<file path="config.mk">
export PLATFORM = sky130hd
export DESIGN_NAME = sysclk_switcher
export DESIGN_NICKNAME = d
export VERILOG_FILES = /design/src/rtl/sysclk_switcher.sv
export SDC_FILE = /design/constraint.sdc
export NUM_CORES = 1
export LEC_CHECK = 0
export BUFFER_PORTS_ARGS = -buffer_cell sky130_fd_sc_hd__buf_2
export CAP_MARGIN = 20
export CORE_MARGIN = 3
export CORE_UTILIZATION = 42
export CTS_CLUSTER_SIZE = 30
export DETAILED_ROUTE_END_ITERATION = 12
export GPL_ROUTABILITY_DRIVEN = 0
export PLACE_DENSITY_LB_ADDON = 0.12
export REMOVE_ABC_BUFFERS = 1
export SLEW_MARGIN = 20
export SYNTH_ARGS = -nofsm -noshare
export SYNTH_HDL_FRONTEND = slang
export SYNTH_SLANG_ARGS = --single-unit
</file>
<file path="constraint.sdc">
create_clock -name clk -period 1.45 [get_ports clk]
set_input_delay 0.0725 -clock clk [delete_from_list [all_inputs] [get_ports clk]]
set_output_delay 0.0725 -clock clk [all_outputs]
set_load 0.005 [all_outputs]
</file>
<file path="src/rtl/sysclk_switcher.sv">
module sysclk_switcher #(
  parameter int DIV_W = 4
) (
  input  logic             clk,
  input  logic             rst_n,
  input  logic             wr_en,
  input  logic [1:0]       wr_addr,
  input  logic [7:0]       wr_data,
  input  logic             unlock,
  input  logic             xtal_ok,
  input  logic             lirc_ok,
  input  logic             hirc_ok,
  output logic [1:0]       src_active,
  output logic             div_tick,
  output logic [7:0]       status
);

  localparam logic [1:0] A_SEL = 2'd0;
  localparam logic [1:0] A_DIV = 2'd1;
  localparam logic [1:0] A_STS = 2'd2;

  logic             fail_q;
  logic             target_ok;
  logic [DIV_W-1:0] div_pend, div_act, cnt;

  wire sel_wr = wr_en && (wr_addr == A_SEL) && unlock;
  wire clr_wr = wr_en && (wr_addr == A_STS) && wr_data[7];
  wire div_wr = wr_en && (wr_addr == A_DIV);

  always_comb begin
    case (wr_data[1:0])
      2'b00:   target_ok = xtal_ok;
      2'b01:   target_ok = lirc_ok;
      2'b11:   target_ok = hirc_ok;
      default: target_ok = 1'b0;
    endcase
  end

  always_ff @(posedge clk or negedge rst_n) begin
    if (!rst_n) begin
      src_active <= 2'b00;
      fail_q     <= 1'b0;
    end else if (sel_wr) begin
      fail_q <= !target_ok;
      if (target_ok) src_active <= wr_data[1:0];
    end else if (clr_wr) begin
      fail_q <= 1'b0;
    end
  end

  assign div_tick = (cnt == div_act);

  always_ff @(posedge clk or negedge rst_n) begin
    if (!rst_n) begin
      div_pend <= '0;
      div_act  <= '0;
      cnt      <= '0;
    end else begin
      if (div_wr) div_pend <= wr_data[DIV_W-1:0];
      if (div_tick) begin
        cnt     <= '0;
        div_act <= div_pend;
      end else begin
        cnt <= cnt + 1'b1;
      end
    end
  end

  assign status = {fail_q, 2'b00, hirc_ok, lirc_ok, 2'b00, xtal_ok};

endmodule

</file>
Word-level counts from Yosys, hierarchy flattened
Cells that the tools add are included.
- equality and inequality tests: 5
- multiplexer cells: 4
- $add $sub $neg: 1
- reduce and logical (&&, ||, !) cells: 10
- operator list (cell ; count):
    $logic_and 1x1->1 ; 5
    $add 4x1->4 const B ; 1
    $eq 2x1->1 const B ; 2
    $eq 2x2->1 const B ; 2
    $eq 4x4->1 ; 1
    $logic_not 2->1 ; 2
    $mux 4 ; 1
    $pmux 1 s3 ; 1
    $mux 1 ; 2
    $reduce_and 2->1 ; 1
    $reduce_bool 2->1 ; 1
    $logic_not 1->1 ; 1
- word-level logic and storage cells: 25
- flip-flop bits (word level): 15
- output and inout bits: 11

Longest topological paths before layout
- word-level depth: 5
- gate-level depth with buffers: 3
- gate-level depth less buffers: 3

Least setup slack after synthesis
Ideal clock, no wire load.
- path type: reg2reg
- from: register cnt[0]
- to: register div_act[0]
- path buffers: 0
- library setup time: 125 ps
- arrival: 1418 ps
- cell stages (with the launch flop): 4
- setup slack: -93 ps
- path through: dfrtp_1 -> xor2_1 -> nor4_4 -> mux2_2
- longest elaborated chain between the ends: 1
- RTL lines (item ; line ; RTL):
    start, declared ; 24 ; logic [DIV_W-1:0] div_pend, div_act, cnt;
    start signal, assigned ; 64 ; cnt <= cnt + 1'b1;
    $eq 4x4->1 ; 51 ; assign div_tick = (cnt == div_act);
    via div_tick ; 14 ; output logic div_tick,
    end signal, assigned ; 62 ; div_act <= div_pend;
    end, declared ; 24 ;
The timed path passes the listed nets, and every way through them passes these cells.
A chain may end at the register's enable or synchronous reset.

Final worst setup path
- from: register div_act[0]
- to: register div_act[0]
- longest elaborated chain between the ends: 1
- RTL lines (item ; line):
    $eq 4x4->1 ; 51
Every way passes these cells.

==> results.toml <==
[run_status]
status = "finished, violations left"
violations = "setup timing"

[min_path]
hold_path.class = "input port to flip-flop"
min_from = "wr_data[3]"
hold_path_end = "div_pend[3]"
whs_path_depth = 2

[placement]
dpl.hpwl_um = 992
io_buffers = 20

[global_route]
grt_pass1_wl_um = 2060
grt_max_degree = 16
antenna_found_initial = 0
overflow = 0
first_global_vias = 504
globalRouteTotalUtil_pct = 11.7

[logic_synthesis]
ys_warn_count = 0
netlist_area_sq_um = 758
synth_cell_types = 24
ys_seq_elements = 15
netlist_instances = 63
syn_avg_cell_area_sq_um = 12.0
yosysSeqAreaShare_pct = 49.5

[timing]
hold_viol_final = 0
timing.final.max_slew_violations = 0
finalSetupViolations = 5
rsz0062_at_grt = "true"
layout_min_cycle_time_ps = 1530
fin_ws_ps = -80.4
finalSetupTns_ps = -361
period_share_pct = 106
finalClockSkew_ps = 2.10
max_freq_mhz = 653

[layout]
num-fill-cells = 140
n_antenna_cell = 0
layout_commonest_cell = "buf_2"
area_delta_synth_final_pct = 24.4
final_core_utilization_pct = 59.2
final_cell_mix = "buf_2 (20), dfrtp_1 (15), buf_4 (9)"
drive_gt1_share_pct = 46.7
nets = 111

[setup_path]
worstReg2RegEnd = "div_act[0]"
critical_path_class = "flip-flop to flip-flop"
arrival_ps = 1700
timing.rr.start = "div_act[0]"
r2r_setup_slack_ps = -80
crit_fanout = 4
r2r_cells = 4
cp-end-kind = "flip-flop"
cp-startpoint = "div_act[0]"
startpoint_type = "flip-flop"
crit_required_ps = 1620

[route]
routedWlPerCell_um = 10.8
route.detailed.drc = 0
drt_wl_total_um = 1260
vias = 552
ant_nets = 0
drt_first_iter_violations = 2
drt-pass1-iter-count = 2
viasPerCell = 4.76

[clocking]
h-tree-depth = 1
cts_root_buf = "clkbuf_4"
cts_buffer_depth = 2
clock_sinks = 15
cts_tree = "done"
cts_buffers = 3
path_clk_slew_ps = 80
post_cts_resized = 0
clock_latency_ps = 280

[power]
leakagePower_nw = 0.461
vdd_ir_drop_max_mv = 0.766
p_per_area_nw_per_um2 = 1730

[die]
coreArea_sq_um = 1590
pin_count = 28
die_area_sq_um = 2350
start_util_pct = 47.6
die_h_um = 48.5
die_w_um = 48.5
rows = 14

[run]
cap_violations = 0
[sequential cells by signal, indices dropped and copies added (netlist names)]
name and cells:
cnt 4, div_act 4, div_pend 4, src_active 2, fail_q 1
[Yosys cell counts]
library cell   n  share of area (%)
nor2_1         3                1.5
inv_1          3                1.5
ha_1           1                1.6
a31o_2         1                1.2
conb_1         1               0.49
nand3_1        1               0.66
xnor2_1        1                1.2
mux2_2         8                 12
buf_4          8                7.9
nor3b_1        1               0.99
dfrtp_1       15                 50
and2b_2        1                1.2
nand4bb_1      1                1.5
a211oi_1       2                2.0
o21ai_0        2                1.3
o41ai_1        1                1.2
nand2b_1       1               0.83
nand4b_1       1                1.2
nand3b_1       1               0.99
o22a_1         1                1.2
xor2_1         5                5.8
nand2_1        2               0.99
o22ai_1        1               0.83
nor4_4         1                2.8
[worst max path at each step]
stage	endpoint	slack, ps
6_report	div_act[0]	-80
5_1_grt	div_tick	-170
4_1_cts	div_tick	-110
3_5_place_dp	div_act[1]	-90
3_3_place_gp	div_act[2]	-70
2_1_floorplan	div_act[0]	-90
[per-stage QoR]
stage,hold slack (ps),cells,area [sq um],setup WS [ps],total power [W]
final,23.5,116,943,-80.4,0.00164
after global routing,11.4,116,943,-172,0.00177
after CTS,8.21,115,936,-111,0.00165
after detailed placement,-4.68,108,885,-94.1,0.00137
after global placement,-1.26,108,885,-68.7,0.00134
after floorplan,-223,58,709,-93.0,0.00109
[worst max-delay path: stages (launching register included)]
cell and delay [ps]:
dfrtp_1 390, xor2_1 190, nor4_4 340, buf_4 180
mux2_2 320
[power breakdown]
part	internal [W]	switching, W
Combinational	0.000439	0.000308
Clock	0.000107	0.000126
Sequential	0.000569	0.0000868
[what timing repair did]
item	CTS	global route
buffers inserted	2	1
pin swaps	1	0
cloned	0	0
setup endpoints to repair	5	6
hold buffers	1	0
hold endpoints to repair	15	0
[metal layers]
layer	wire [um]	up-vias	GRT usage (%)	share of wire [%]
met5	0	-	0	0
li1	-	268	-	-
met1	551	259	12.5	44
met2	586	20	19.5	47
met3	90	5	4.60	7.2
met4	29	0	7.11	2.3
[cell families (layout without fill, tap and decap cells)]
| kind of cell | Yosys count | count (layout) | synth area share [%] |
|---|---|---|---|
| flip-flops | 15 | 15 | 49.5 |
| multiplexers | 8 | 8 | 11.9 |
| other | 1 | 4 | 0.495 |
| AO/OA/AOI/OAI | 8 | 8 | 7.59 |
| buffers and inverters | 11 | 37 | 9.41 |
| AND/OR/NAND/NOR | 13 | 13 | 12.5 |
| adder cells (fa/ha/maj) | 1 | 1 | 1.65 |
| XOR/XNOR | 6 | 6 | 6.93 |
[area by class of cell]
| cell class | count | area, sq um | share of cell area (%) |
|---|---|---|---|
| multi-input combinational | 40 | 323 | 34.2 |
| clock buffer | 4 | 26.3 | 2.79 |
| sequential | 15 | 375 | 39.8 |
| inverter | 3 | 11.3 | 1.19 |
| tap | 24 | 30.0 | 3.18 |
| timing repair buffer | 30 | 178 | 18.8 |
No activity file was read; power rests on OpenSTA's default activity.
